==> src/rtl/pdg_pkg.sv <==
package pdg_pkg;
  localparam int unsigned NUM_DOM  = 4;
  localparam int unsigned DOM_W    = 2;
  localparam int unsigned PERM_W   = 2 * NUM_DOM;
  localparam int unsigned CFG_W    = 16;
  localparam int unsigned LOCK_BIT = 15;
  localparam int unsigned SEM_BIT  = 14;

  typedef enum logic {
    TGT_MASTER = 1'b0,
    TGT_PERIPH = 1'b1
  } cfg_tgt_e;

  typedef struct packed {
    logic             lock;
    logic [DOM_W-1:0] dom;
  } mst_ent_t;

  typedef struct packed {
    logic              lock;
    logic              sem;
    logic [PERM_W-1:0] perm;
  } pol_ent_t;

  localparam mst_ent_t MST_RST = '{lock: 1'b0, dom: '0};
  localparam pol_ent_t POL_RST = '{lock: 1'b0, sem: 1'b0, perm: '1};
endpackage

==> src/rtl/pdg_master_table.sv <==
module pdg_master_table
  import pdg_pkg::*;
#(
  parameter int unsigned N_ENT = 6,
  parameter int unsigned WR_W  = 4,
  parameter int unsigned RD_W  = 3
) (
  input  logic             clk_i,
  input  logic             rst_ni,
  input  logic             wr_en_i,
  input  logic [WR_W-1:0]  wr_idx_i,
  input  mst_ent_t         wr_ent_i,
  input  logic [RD_W-1:0]  rd_idx_i,
  output logic [DOM_W-1:0] rd_dom_o,
  output logic             rd_hit_o
);
  mst_ent_t ent_q [N_ENT];

  for (genvar i = 0; i < N_ENT; i++) begin : g_ent
    localparam logic [WR_W-1:0] MY_IDX = WR_W'(i);
    always_ff @(posedge clk_i or negedge rst_ni) begin
      if (!rst_ni) ent_q[i] <= MST_RST;
      else if (wr_en_i && wr_idx_i == MY_IDX && !ent_q[i].lock) ent_q[i] <= wr_ent_i;
    end

    assert_mst_lock_hold_R8: assert property (@(posedge clk_i) disable iff (!rst_ni)
      ent_q[i].lock |=> $stable(ent_q[i]));
  end

  always_comb begin
    rd_dom_o = '0;
    for (int i = 0; i < N_ENT; i++)
      if ({1'b0, rd_idx_i} == (RD_W+1)'(i)) rd_dom_o = ent_q[i].dom;
  end
  assign rd_hit_o = {1'b0, rd_idx_i} < (RD_W+1)'(N_ENT);
endmodule

==> src/rtl/pdg_policy_table.sv <==
module pdg_policy_table
  import pdg_pkg::*;
#(
  parameter int unsigned N_ENT = 12,
  parameter int unsigned WR_W  = 4,
  parameter int unsigned RD_W  = 4
) (
  input  logic              clk_i,
  input  logic              rst_ni,
  input  logic              wr_en_i,
  input  logic [WR_W-1:0]   wr_idx_i,
  input  pol_ent_t          wr_ent_i,
  input  logic [RD_W-1:0]   rd_idx_i,
  output logic [PERM_W-1:0] rd_perm_o,
  output logic              rd_sem_o,
  output logic              rd_hit_o
);
  pol_ent_t ent_q [N_ENT];

  for (genvar i = 0; i < N_ENT; i++) begin : g_ent
    localparam logic [WR_W-1:0] MY_IDX = WR_W'(i);
    always_ff @(posedge clk_i or negedge rst_ni) begin
      if (!rst_ni) ent_q[i] <= POL_RST;
      else if (wr_en_i && wr_idx_i == MY_IDX && !ent_q[i].lock) ent_q[i] <= wr_ent_i;
    end

    assert_pol_lock_hold_R9: assert property (@(posedge clk_i) disable iff (!rst_ni)
      ent_q[i].lock |=> $stable(ent_q[i]));
  end

  always_comb begin
    rd_perm_o = '0;
    rd_sem_o  = 1'b0;
    for (int i = 0; i < N_ENT; i++)
      if ({1'b0, rd_idx_i} == (RD_W+1)'(i)) begin
        rd_perm_o = ent_q[i].perm;
        rd_sem_o  = ent_q[i].sem;
      end
  end
  assign rd_hit_o = {1'b0, rd_idx_i} < (RD_W+1)'(N_ENT);
endmodule

==> src/rtl/pdg_verdict.sv <==
module pdg_verdict
  import pdg_pkg::*;
(
  input  logic              clk_i,
  input  logic              rst_ni,
  input  logic              valid_i,
  input  logic              write_i,
  input  logic              mst_hit_i,
  input  logic [DOM_W-1:0]  dom_i,
  input  logic              pol_hit_i,
  input  logic [PERM_W-1:0] perm_i,
  input  logic              sem_i,
  output logic              grant_o,
  output logic              deny_o,
  output logic              sem_req_o,
  output logic              viol_o
);
  logic perm_bit;
  logic viol_q;

  // bit 2d = write enable, bit 2d+1 = read enable
  assign perm_bit  = perm_i[{dom_i, ~write_i}];
  assign grant_o   = valid_i && mst_hit_i && pol_hit_i && perm_bit;
  assign deny_o    = valid_i && !grant_o;
  assign sem_req_o = valid_i && pol_hit_i && sem_i;

  always_ff @(posedge clk_i or negedge rst_ni) begin
    if (!rst_ni) viol_q <= 1'b0;
    else         viol_q <= deny_o;
  end
  assign viol_o = viol_q;

  assert_verdict_excl_R5: assert property (@(posedge clk_i) disable iff (!rst_ni)
    !(grant_o && deny_o) && ((grant_o || deny_o) == valid_i));
  assert_viol_follows_R6: assert property (@(posedge clk_i) disable iff (!rst_ni)
    deny_o |=> viol_o);
  assert_viol_cause_R6: assert property (@(posedge clk_i) disable iff (!rst_ni)
    !deny_o |=> !viol_o);
  assert_oor_deny_R10: assert property (@(posedge clk_i) disable iff (!rst_ni)
    (valid_i && (!mst_hit_i || !pol_hit_i)) |-> deny_o);
  assert_sem_gated_R7: assert property (@(posedge clk_i) disable iff (!rst_ni)
    sem_req_o |-> (valid_i && pol_hit_i));
endmodule

==> src/rtl/periph_domain_guard.sv <==
module periph_domain_guard
  import pdg_pkg::*;
#(
  parameter int unsigned N_MASTERS = 6,
  parameter int unsigned N_PERIPHS = 12,
  parameter int unsigned MIDX_W    = (N_MASTERS > 1) ? $clog2(N_MASTERS) : 1,
  parameter int unsigned PIDX_W    = (N_PERIPHS > 1) ? $clog2(N_PERIPHS) : 1,
  parameter int unsigned CIDX_W    = (MIDX_W > PIDX_W) ? MIDX_W : PIDX_W
) (
  input  logic              clk_i,
  input  logic              rst_ni,
  input  logic              cfg_we_i,
  input  logic              cfg_tgt_i,
  input  logic [CIDX_W-1:0] cfg_idx_i,
  input  logic [15:0]       cfg_data_i,
  input  logic              acc_valid_i,
  input  logic [MIDX_W-1:0] acc_master_i,
  input  logic [PIDX_W-1:0] acc_periph_i,
  input  logic              acc_write_i,
  output logic              acc_grant_o,
  output logic              acc_deny_o,
  output logic              sem_req_o,
  output logic              viol_o
);
  mst_ent_t          mst_wr;
  pol_ent_t          pol_wr;
  logic              mst_we, pol_we;
  logic [DOM_W-1:0]  dom;
  logic              mst_hit, pol_hit, pol_sem;
  logic [PERM_W-1:0] pol_perm;
  logic              unused_cfg;

  assign mst_we     = cfg_we_i && (cfg_tgt_i == TGT_MASTER);
  assign pol_we     = cfg_we_i && (cfg_tgt_i == TGT_PERIPH);
  assign mst_wr     = '{lock: cfg_data_i[LOCK_BIT], dom: cfg_data_i[DOM_W-1:0]};
  assign pol_wr     = '{lock: cfg_data_i[LOCK_BIT], sem: cfg_data_i[SEM_BIT],
                        perm: cfg_data_i[PERM_W-1:0]};
  assign unused_cfg = ^cfg_data_i[SEM_BIT-1:PERM_W];

  pdg_master_table #(.N_ENT(N_MASTERS), .WR_W(CIDX_W), .RD_W(MIDX_W)) u_mst (
    .clk_i, .rst_ni,
    .wr_en_i (mst_we),
    .wr_idx_i(cfg_idx_i),
    .wr_ent_i(mst_wr),
    .rd_idx_i(acc_master_i),
    .rd_dom_o(dom),
    .rd_hit_o(mst_hit)
  );

  pdg_policy_table #(.N_ENT(N_PERIPHS), .WR_W(CIDX_W), .RD_W(PIDX_W)) u_pol (
    .clk_i, .rst_ni,
    .wr_en_i  (pol_we),
    .wr_idx_i (cfg_idx_i),
    .wr_ent_i (pol_wr),
    .rd_idx_i (acc_periph_i),
    .rd_perm_o(pol_perm),
    .rd_sem_o (pol_sem),
    .rd_hit_o (pol_hit)
  );

  pdg_verdict u_vrd (
    .clk_i, .rst_ni,
    .valid_i  (acc_valid_i),
    .write_i  (acc_write_i),
    .mst_hit_i(mst_hit),
    .dom_i    (dom),
    .pol_hit_i(pol_hit),
    .perm_i   (pol_perm),
    .sem_i    (pol_sem),
    .grant_o  (acc_grant_o),
    .deny_o   (acc_deny_o),
    .sem_req_o(sem_req_o),
    .viol_o   (viol_o)
  );
endmodule

==> config.mk <==
export PLATFORM = sky130hd
export DESIGN_NAME = periph_domain_guard
export DESIGN_NICKNAME = d
export VERILOG_FILES = /design/src/rtl/pdg_pkg.sv /design/src/rtl/pdg_master_table.sv /design/src/rtl/pdg_policy_table.sv /design/src/rtl/pdg_verdict.sv /design/src/rtl/periph_domain_guard.sv
export SDC_FILE = /design/constraint.sdc
export NUM_CORES = 1
export LEC_CHECK = 0
export BUFFER_PORTS_ARGS = -buffer_cell sky130_fd_sc_hd__buf_4
export CAP_MARGIN = 20
export CORE_ASPECT_RATIO = 0.5
export CORE_MARGIN = 2
export CORE_UTILIZATION = 40
export CTS_CLUSTER_DIAMETER = 50
export DETAILED_ROUTE_END_ITERATION = 10
export GPL_TIMING_DRIVEN = 0
export HOLD_SLACK_MARGIN = 0.03
export PLACE_DENSITY = 0.64
export SYNTH_ARGS = -nofsm -noshare
export SYNTH_HDL_FRONTEND = slang
export SYNTH_SLANG_ARGS = --single-unit
==> constraint.sdc <==
create_clock -name clk_i -period 1.9 [get_ports clk_i]
set_input_delay 0.285 -clock clk_i [delete_from_list [all_inputs] [get_ports clk_i]]
set_output_delay 0.285 -clock clk_i [all_outputs]
set_load 0.03 [all_outputs]
# Word level (Yosys, flattened, before mapping)
# Index checks and enable logic that the tools add are counted.
[op_classes]
div_mod_pow = 0
n_reduce_logical = 66
mul = 0
n_mux = 32
add_sub_neg = 0
shift = 0
eq_ne = 27
n_bitwise = 2
order_cmp = 3
[ops]
columns = ["cell", "n"]
rows = [
  ["8-bit two-way mux", 12],
  ["1-bit logical AND", 44],
  ["4-bit by 3-bit equality test with 1-bit output (second input constant)", 8],
  ["4-bit equality test (second input constant)", 8],
  ["1-bit logical NOT", 19],
  ["4-bit by 2-bit equality test with 1-bit output (second input constant)", 4],
  ["1-bit two-way mux", 13],
  ["2-bit two-way mux", 6],
  ["4-bit by 1-bit equality test with 1-bit output (second input constant)", 2],
  ["4-bit logical NOT", 2],
  ["3-bit by 2-bit equality test with 1-bit output (second input constant)", 2],
  ["3-bit equality test (second input constant)", 2],
  ["3-bit by 4-bit < comparator with 1-bit output (second input constant)", 1],
  ["4-bit < comparator (second input constant)", 1],
  ["1-bit binary-select mux with 3-bit select", 1],
  ["3-bit by 1-bit equality test with 1-bit output (second input constant)", 1],
  ["3-bit logical NOT", 1],
  ["3-bit < comparator (second input constant)", 1],
  ["1-bit inverter", 2],
]
[word_totals]
mem_bits_rw = 0
in_bits = 33
mem_count = 0
latchBits = 0
romBits = 0
output_inout_bits = 4
word_cells = 179
register_bits = 139

# Longest topological paths before layout
# Gate-level depths: netlist of the first run.
[depth]
word_depth = 18
depth_mapped = 10
mapped_depth_nobuf = 7

# Hierarchy
# A second synthesis of the first run with hierarchy kept.
[hier_totals]
hier_cells = 541
area_unflattened_um2 = 6821.5
[modules_own_cells]
columns = ["module", "cells_per_inst", "instances", "seq_area_each_um2", "area_each_um2"]
rows = [
  ["pdg_policy_table", 460, 1, 3123.0, 5825.6],
  ["pdg_master_table", 64, 1, 450.4, 835.8],
  ["pdg_verdict", 15, 1, 25.0, 143.9],
  ["periph_domain_guard", 2, 1, 0.0, 16.3],
]

# Worst setup path before layout of the first run
# Ideal clock, no wire load.
[synth_path]
path_kind = "input to output"
start = "input port acc_periph_i[3]"
end = "output port acc_grant_o"
t_required_ns = 1.615
setup_slack_ns = -0.490
arrival_time_ns = 2.105
path_stages = 9
n_path_buf = 2
cell_sequence = "buf_2 > and4b_1 > buf_4 > a21boi_1 > o21a_1 > nor2_1 > o2111ai_1 > and3_1 > nor3_1"
[synth_between]
elab_chain_len = 16
elab_cells_between_ends = 29
cone_classes = "order compare (1); eq/ne (11); mux (14); reduce/logical (3)"
[synth_lines]
columns = ["element", "line", "text"]
rows = [
  ["from (decl)", "periph_domain_guard.sv:18", "input logic [PIDX_W-1:0] acc_periph_i,"],
  ["4-bit logical NOT", "pdg_policy_table.sv:35", "if ({1'b0, rd_idx_i} == (RD_W+1)'(i)) begin"],
  ["8-bit two-way mux (12 in a row)", "pdg_policy_table.sv:35", ""],
  ["1-bit binary-select mux with 3-bit select", "pdg_verdict.sv:22", "assign perm_bit = perm_i[{dom_i, ~write_i}];"],
  ["1-bit two-way mux (not written as such)", "pdg_verdict.sv:22", ""],
  ["1-bit logical AND *", "pdg_verdict.sv:23", "assign grant_o = valid_i && mst_hit_i && pol_hit_i && perm_bit;"],
  ["to (decl)", "periph_domain_guard.sv:20", "output logic acc_grant_o,"],
]
# Every way passes the cells marked *; elsewhere a longest branch is shown, timed or not. The select of a mux whose other input is x is not followed.

# Final worst setup path of the first run
[layout_path]
start = "register u_mst.ent_q[6] (netlist name)"
end = "output port acc_deny_o"
[layout_between]
elab_chain_len = 8
[layout_lines]
columns = ["element", "line", "text"]
rows = [
  ["from (decl)", "pdg_master_table.sv:17", "mst_ent_t ent_q [N_ENT];"],
  ["from (signal, indexed assignment)", "pdg_master_table.sv:22", "if (!rst_ni) ent_q[i] <= MST_RST;"],
  ["2-bit two-way mux (3 in a row)", "pdg_master_table.sv:33", "if ({1'b0, rd_idx_i} == (RD_W+1)'(i)) rd_dom_o = ent_q[i].dom;"],
  ["1-bit binary-select mux with 3-bit select", "pdg_verdict.sv:22", ""],
  ["1-bit two-way mux (not written as such)", "pdg_verdict.sv:22", ""],
  ["1-bit logical AND", "pdg_verdict.sv:23", ""],
  ["1-bit logical NOT", "pdg_verdict.sv:24", "assign deny_o = valid_i && !grant_o;"],
  ["1-bit logical AND", "pdg_verdict.sv:24", ""],
  ["to (decl)", "periph_domain_guard.sv:21", "output logic acc_deny_o,"],
]
# No other way between the ends. The select of a mux whose other input is x is not followed.

==> metrics.md, run 1 <==
| Metric | Value |
|---|---|
| Gr usage total | 0.205 |
| Worst Path Max Fanout | 3 |
| Slew Limit Fails | 0 |
| Clk pin slew, worst setup/hold paths | 0.06 ns |
| Met1 WL | 7780 um |
| Commonest cells in the netlist | 109 x mux2_2, 96 x dfstp_2, 43 x dfrtp_1 |
| Nets | 604 |
| Post-Synthesis Cells | 508 |
| Global placement routability congestion | 0.820 |
| Worst Hold Class | in -> reg |
| Drt pass-1 iters | 6 |
| Critical path type | reg -> out |
| Mapped Area | 6710 sq um |
| ANT nets after route | 0 |
| Status | finished, violations left |
| I/O Buffers | 29 |
| Ys flop type | dfstp_2 |
| EDFF count, synth | 0 |
| Latest clock arrival within the worst-skew pair | 0.42 ns |
| Required time of the critical path | 1.62 ns |
| R2r endpoint | u_vrd.viol_o$_DFF_PN0_ |
| Async SR Flop Fraction | 1.00 |
| Max-cap viol count | 0 |
| Remaining Overflow, GRT | 0 |
| Largest net degree at the start of global routing | 102 |
| Overall die height | 95.6 um |
| Critical R2R Launch | u_mst.ent_q[6]$_DFFE_PN0P_ |
| Crit path largest cell delay | 0.49 ns |
| TritonCTS Buffers | 17 |
| Vias per inst | 5.48 |
| Unique masters post-synth | 63 |
| TritonCTS clock tree | yes |
| Most Frequent Cell on Critical Path | buf_6 |
| Drt drc | 0 |
| CP max-delay cell | mux4_2 |
| Layout Skew | 0.00998 ns |
| Initial Util | 0.410 |
| Place WS | -0.879 ns |
| Synth warnings | 0 |
| Site Rows | 33 |
| Syn Nets | 541 |
| Crit path launch type | flip-flop |
| Slew HR | 0.420 |
| Final worst-path cycle share | 1.42 |
| Vias in the first global route | 4732 |
| Worst path arrival time | 2.42 ns |
| Hold Path Origin | cfg_data_i[6] |
| Most area-consuming cells after synthesis | dfstp_2 38%, mux2_2 18%, dfrtp_1 16% |
| Failing checks | negative setup slack |
| Yosys top cell area share | 0.376 |
| Final setup margin | -0.805 ns |
| Most frequent cell after synthesis | mux2_2 |
| Placed wire-length estimate | 11200 um |
| Flop-to-flop setup slack | -0.08 ns |
| Slew @ Worst Pin | 0.869 ns |
| Die ar. | 17900 sq um |
| Filler cells | 1403 |
| Max Buffers Root-to-Sink | 2 |
| Final setup viols | 4 |
| Starting DRT DRC Count | 266 |
| DR WL met3 | 1100 um |
| Seq/Total Area, Yosys | 0.536 |
| Layout cells sized above 1 | 0.543 |
| Overall power | 8.96 mW |
| DR WL/cell | 21.1 um |
| Max Fclk | 370 MHz |
| R2R depth | 6 |
| CORE AREA | 16400 sq um |
| CTS sink count | 139 |
| Root buffer cell | clkbuf_16 |
| Peak supply drop | 0.653 mV |
| Initial antenna violation count | 0 |
| Chip Width | 187 um |
| CP cell instances | mux4_2 -> mux2i_4 -> buf_6 -> nand4_1 -> and3_4 -> o31a_1 -> buf_6 |
| Vias | 4443 |
| Yosys top cell by area | dfstp_2 |
| Unrepaired setup endpoints after global routing | true |
| Final hold violations | 0 |
| H-tree depth | 4 |
| Syn_area_per_cell | 13.2 sq um |
| Top Metal Used | met4 |
| First-pass GRT wire length | 27100 um |
| Seq cells post-synth | 139 |
| Leak | 3.31 nW |
| Hold Crit Depth | 2 |
| Area added between synthesis and finish | 21.1% |
| Ports | 37 |
| Detailed Route WL | 17100 um |
| P per Cell Area | 1100 nW/um^2 |
| Hold Crit Endpoint | u_pol.ent_q[6]$_DFFE_PN1P_ |
| Detailed route wirelength on metal2 | 7980 um |
| Diodes inserted | 0 |
| Final worst path period need | 2.70 ns |
| Crit. End Element | output port |
sequential cells by signal, summed over array words and instances (netlist names):
signal / cells
u_pol.ent_q: 120
u_mst.ent_q: 18
u_vrd.viol_o: 1
cell usage in the layout (no fill, tap or decap), types with 3 or more instances in the layout:
cell type / netlist / final
nand4_1: 3 / 3
buf_2: 8 / 3
nand2_1: 18 / 18
mux2i_1: 15 / 15
buf_6: 2 / 12
nor2_1: 20 / 20
nor3_2: 4 / 5
o21bai_1: 16 / 16
a22oi_1: 6 / 6
nor2b_1: 5 / 5
buf_4: 4 / 37
mux2_1: 17 / 17
o211ai_1: 4 / 4
o2bb2ai_1: 3 / 3
nor3_1: 11 / 9
clkinv_4: 0 / 3
a21oi_1: 9 / 9
clkinv_2: 0 / 4
nand2b_1: 6 / 6
mux2_2: 109 / 109
buf_12: 1 / 5
clkinvlp_4: 0 / 3
clkbuf_1: 21 / 20
nand3b_1: 6 / 6
bufinv_16: 0 / 4
or3_1: 12 / 12
mux4_2: 8 / 8
a311oi_1: 4 / 4
nand3_1: 5 / 5
clkbuf_16: 0 / 17
o21ai_0: 4 / 4
inv_1: 6 / 6
dfstp_2: 96 / 96
dfrtp_1: 43 / 43
worst max path at each step:
stage	startpoint	end	slack [ns]	depth (start not counted)
after floorplan	acc_periph_i[0]	acc_deny_o	-0.22	9
after global placement	acc_periph_i[1]	acc_deny_o	-0.82	11
after detailed placement	acc_periph_i[1]	acc_deny_o	-0.88	11
after CTS	u_mst.ent_q[6]$_DFFE_PN0P_	acc_deny_o	-0.78	7
after global routing	u_mst.ent_q[6]$_DFFE_PN0P_	acc_deny_o	-0.90	7
final	u_mst.ent_q[6]$_DFFE_PN0P_	acc_deny_o	-0.80	7
metrics by stage:
step,setup TNS [ns],cells,hold slack (ns),area [sq um],util
6_report,-1.98,811,0.118,8130,0.496
5_1_grt,-2.36,811,0.116,8130,0.496
4_1_cts,-1.92,812,0.111,8140,0.496
3_5_place_dp,-18.29,768,0.226,7330,0.447
3_3_place_gp,-25.25,764,0.438,7260,0.443
2_1_floorplan,-0.501,508,-0.0106,6760,-
where the power goes:
part	total [mW]	leakage [nW]	internal (mW)	switching (mW)
Combinational	1.37	1.47	0.764	0.603
Clock	3.48	0.299	2.19	1.29
Sequential	4.11	1.55	3.82	0.289
routing by layer:
layer,vias up,GRT usage
met2,122,0.342
met4,0,0.0741
met5,-,0
met1,2297,0.275
met3,19,0.0342
li1,2005,-
final cells by class:
type / instances / area, sq um / area share
inverters: 7 / 26.3 / 0.00323
well taps: 227 / 284 / 0.0349
plain buffers: 37 / 236 / 0.0291
clock buffers: 17 / 425 / 0.0523
repair buffers: 45 / 427 / 0.0525
flip-flops and latches: 139 / 3600 / 0.442
multi-input cells: 324 / 2940 / 0.361
clock inverters: 15 / 198 / 0.0243
what timing repair did:
item / 4_1_cts / 5_1_grt
resized for setup: 21 / 0
setup endpoints to repair: 4 / 5
buffers inserted: 11 / 0
pin swaps: 6 / 0
hold endpoints to repair: 29 / 0
hold buffers: 1 / 0
cells by family after synthesis:
group	Yosys count	share of synthesized area
buffers and inverters	45	0.0335
AND/OR/NAND/NOR	100	0.0818
AO/OA/AOI/OAI	73	0.0809
multiplexers	151	0.268
flip-flops	139	0.536
worst max-delay path, delay by kind of cell (launching register included):
kind / cells / cell delay [ns]
AOI/OAI and AO/OA: 1 / 0.33
DFF: 1 / 0.37
muxes: 2 / 0.73
buffers and inverters: 2 / 0.29
and+or+nand+nor: 2 / 0.28
(Power assumes the default switching activity.)
==> run 2, diff against run 1 <==
--- a/config.mk
+++ b/config.mk
@@ -9,12 +9,13 @@
 export CAP_MARGIN = 20
 export CORE_ASPECT_RATIO = 0.5
 export CORE_MARGIN = 2
-export CORE_UTILIZATION = 40
+export CORE_UTILIZATION = 55
 export CTS_CLUSTER_DIAMETER = 50
+export CTS_CLUSTER_SIZE = 25
 export DETAILED_ROUTE_END_ITERATION = 10
 export GPL_TIMING_DRIVEN = 0
-export HOLD_SLACK_MARGIN = 0.03
-export PLACE_DENSITY = 0.64
+export HOLD_SLACK_MARGIN = 0.08
+export PLACE_DENSITY = 0.82
 export SYNTH_ARGS = -nofsm -noshare
 export SYNTH_HDL_FRONTEND = slang
 export SYNTH_SLANG_ARGS = --single-unit
==> run 2 against run 1 <==
Effect of this change: the run still ends with negative setup slack left; hold slack worse by 0.0023 ns; sequential share of layout area rose by 0.90 points; global-route usage rose by 6.9 points; clock power shrank 10%; flip-flop and latch count did not move; combinational power hardly changed; sequential power about the same; via count rose by 3.0%; non-clock buffer count shrank 2; first-iteration DRC count up 58%; utilization grew 17 points; setup slack worse by 0.021 ns; critical endpoint unchanged.
==> metrics.md, run 2 (same netlist as run 1, synthesis figures left out) <==
| Metric | Value |
|---|---|
| Drt pass-1 iters | 5 (-1) |
| Final setup viols | 4 (unchanged) |
| CTS sink count | 139 (unchanged) |
| Worst Path Max Fanout | 2 (-1) |
| Largest register FFs | 120 (unchanged) |
| Worst Hold Class | in -> reg |
| Post-DP Area | 7230 sq um (-1.4%) |
| Latest clock arrival within the worst-skew pair | 0.42 ns (about the same) |
| Crit. End Element | output port |
| Status | finished, violations left |
| Switching part of the total | 0.257 (+0.0142) |
| Final worst path period need | 2.73 ns (+0.0213 ns) |
| Chip Width | 160 um (-14%) |
| I/O Buffers | 29 (unchanged) |
| NetSw | 2.22 mW (+1.9%) |
| Vias | 4576 (+3.0%) |
| ANT nets after route | 0 (unchanged) |
| Slew HR | 0.305 (-0.116) |
| Failing checks | negative setup slack |
| TritonCTS Buffers | 17 (unchanged) |
| DR WL/cell | 22.6 um (+7.2%) |
| Site Rows | 28 (-15%) |
| Required time of the critical path | 1.62 ns (about the same) |
| Final worst-path cycle share | 1.43 (+0.0112) |
| CORE AREA | 11900 sq um (-28%) |
| Leak | 3.27 nW (-1.3%) |
| Biggest register | u_pol.ent_q |
| Die ar. | 13200 sq um (-26%) |
| Largest net degree at the start of global routing | 72 (-29%) |
| Max Fclk | 367 MHz (-0.78%) |
| Max Buffers Root-to-Sink | 2 (unchanged) |
| Clk pin slew, worst setup/hold paths | 0.06 ns (about the same) |
| Global placement routability congestion | 0.848 (+3.5%) |
| Gr usage total | 0.274 (+0.0686) |
| Overall die height | 82.1 um (-14%) |
| Layout cells sized above 1 | 0.540 (-0.00329) |
| Fin area | 7970 sq um (-2.0%) |
| Combinational share of power | 0.159 (+0.006) |
| Hold slack | 0.116 ns (-0.00230 ns) |
| Critical path type | reg -> out |
| Vias per inst | 6.13 (+12%) |
| Most frequent cells in the layout | 109 x mux2_2, 96 x dfstp_2, 43 x dfrtp_1, 36 x buf_4, 23 x clkbuf_1 |
| Placed wire-length estimate | 10500 um (-6.8%) |
| Ports | 37 (unchanged) |
| Remaining Overflow, GRT | 0 (unchanged) |
| Initial antenna violation count | 0 (unchanged) |
| Final hold violations | 0 (unchanged) |
| Detailed Route WL | 16900 um (-1.2%) |
| Drt drc | 0 (unchanged) |
| Root buffer cell | clkbuf_16 |
| Max-cap viol count | 0 (unchanged) |
| Reg power frac | 0.480 (+0.021) |
| Commonest non-fill, non-tap cell in the layout | mux2_2 |
| Area added between synthesis and finish | 18.7% |
| Int Pwr | 6.40 mW (-5.6%) |
| Crit path launch type | flip-flop |
| TritonCTS clock tree | yes |
| Final setup margin | -0.826 ns (-0.0213 ns) |
| Clock power share | 0.361 (-0.028) |
| Slew Limit Fails | 0 (unchanged) |
| Peak supply drop | 0.475 mV (-27%) |
| H-tree depth | 4 (unchanged) |
| Worst path arrival time | 2.44 ns (+0.02 ns) |
| Nets | 602 (-0.33%) |
| Initial Util | 0.565 (+0.156) |
| Diodes inserted | 0 (unchanged) |
| Unrepaired setup endpoints after global routing | true |
| Starting DRT DRC Count | 421 (+58%) |
| Vias in the first global route | 4594 (-2.9%) |
| First-pass GRT wire length | 26100 um (-3.8%) |
| Place WS | -0.776 ns (+0.103 ns) |
| Layout Skew | 0.00730 ns (-0.00268 ns) |
| Slew @ Worst Pin | 1.04 ns (+0.168 ns) |
| P per Cell Area | 1080 nW/um^2 (-1.8%) |
run 2: cell types whose count changed in the layout (fill, tap and decap cells not counted), sizes merged:
cell / previous run / this run
clkbuf: 37 / 41
buf: 61 / 58
bufinv: 4 / 1
run 2: worst paths after layout:
path,from,end,slack [ns],cells past startpoint
min,cfg_data_i[7],u_pol.ent_q[87]$_DFFE_PN1P_,0.12,2
min reg2reg,u_mst.ent_q[2]$_DFFE_PN0P_,u_mst.ent_q[2]$_DFFE_PN0P_,0.46,1
max in group asynchronous,rst_ni,u_pol.ent_q[25]$_DFFE_PN1P_,0.67,3
max reg2reg,u_mst.ent_q[6]$_DFFE_PN0P_,u_vrd.viol_o$_DFF_PN0_,-0.21,7
max,u_mst.ent_q[6]$_DFFE_PN0P_,acc_deny_o,-0.83,7
min in group asynchronous,rst_ni,u_pol.ent_q[109]$_DFFE_PN0P_,0.44,2
run 2: worst max-delay path, cell delays in order (launching register included):
cell and delay [ns]:
dfrtp_1 0.38, mux4_2 0.51, mux2i_4 0.23, o311ai_2 0.15, nor3_2 0.22, nor3_4 0.08, o31a_1 0.31, buf_6 0.15
run 2: power groups by stage:
stage	Clock [mW]	Combinational (mW)	Sequential [mW]
after floorplan	0	0.945	4.05
after global placement	0	1.22	4.11
after detailed placement	0	1.28	4.15
after CTS	3.12	1.36	4.12
after global routing	3.27	1.48	4.20
final	3.12	1.37	4.14
run 2: what timing repair did:
item | CTS | global route
hold buffers | 1 | 0
endpoints found under the setup margin | 5 | 4
hold endpoints to repair | 35 | 0
buffers inserted | 10 | 1
pin swaps | 7 | 2
resized for setup | 24 | 1
run 2: metrics by stage:
step / util / std cells / setup TNS, ns / total power, mW
finish: 0.671 / 747 / -2.04 / 8.62
global route: 0.671 / 747 / -2.37 / 8.95
CTS: 0.671 / 747 / -1.98 / 8.61
detailed placement: 0.609 / 704 / -16.45 / 5.43
global placement: 0.605 / 702 / -16.34 / 5.34
floorplan: - / 508 / -0.501 / 4.99
run 2: layout make-up:
| class | instances | area, sq um |
|---|---|---|
| Sequential cell | 139 | 3600 |
| Timing Repair Buffer | 42 | 393 |
| Clock inverter | 12 | 100 |
| Tap cell | 165 | 206 |
| Clock buffer | 20 | 447 |
| Buffer | 38 | 244 |
| Multi-Input combinational cell | 324 | 2960 |
| Inverter | 7 | 26.3 |
| Fill cell | 805 | 3910 |
run 2: metal layers:
layer,global-route usage,share of wire,vias to the layer above
met2,0.442,0.47,202
li1,-,-,2001
met4,0.125,0.028,0
met5,0,0,-
met1,0.365,0.43,2338
met3,0.0599,0.079,35
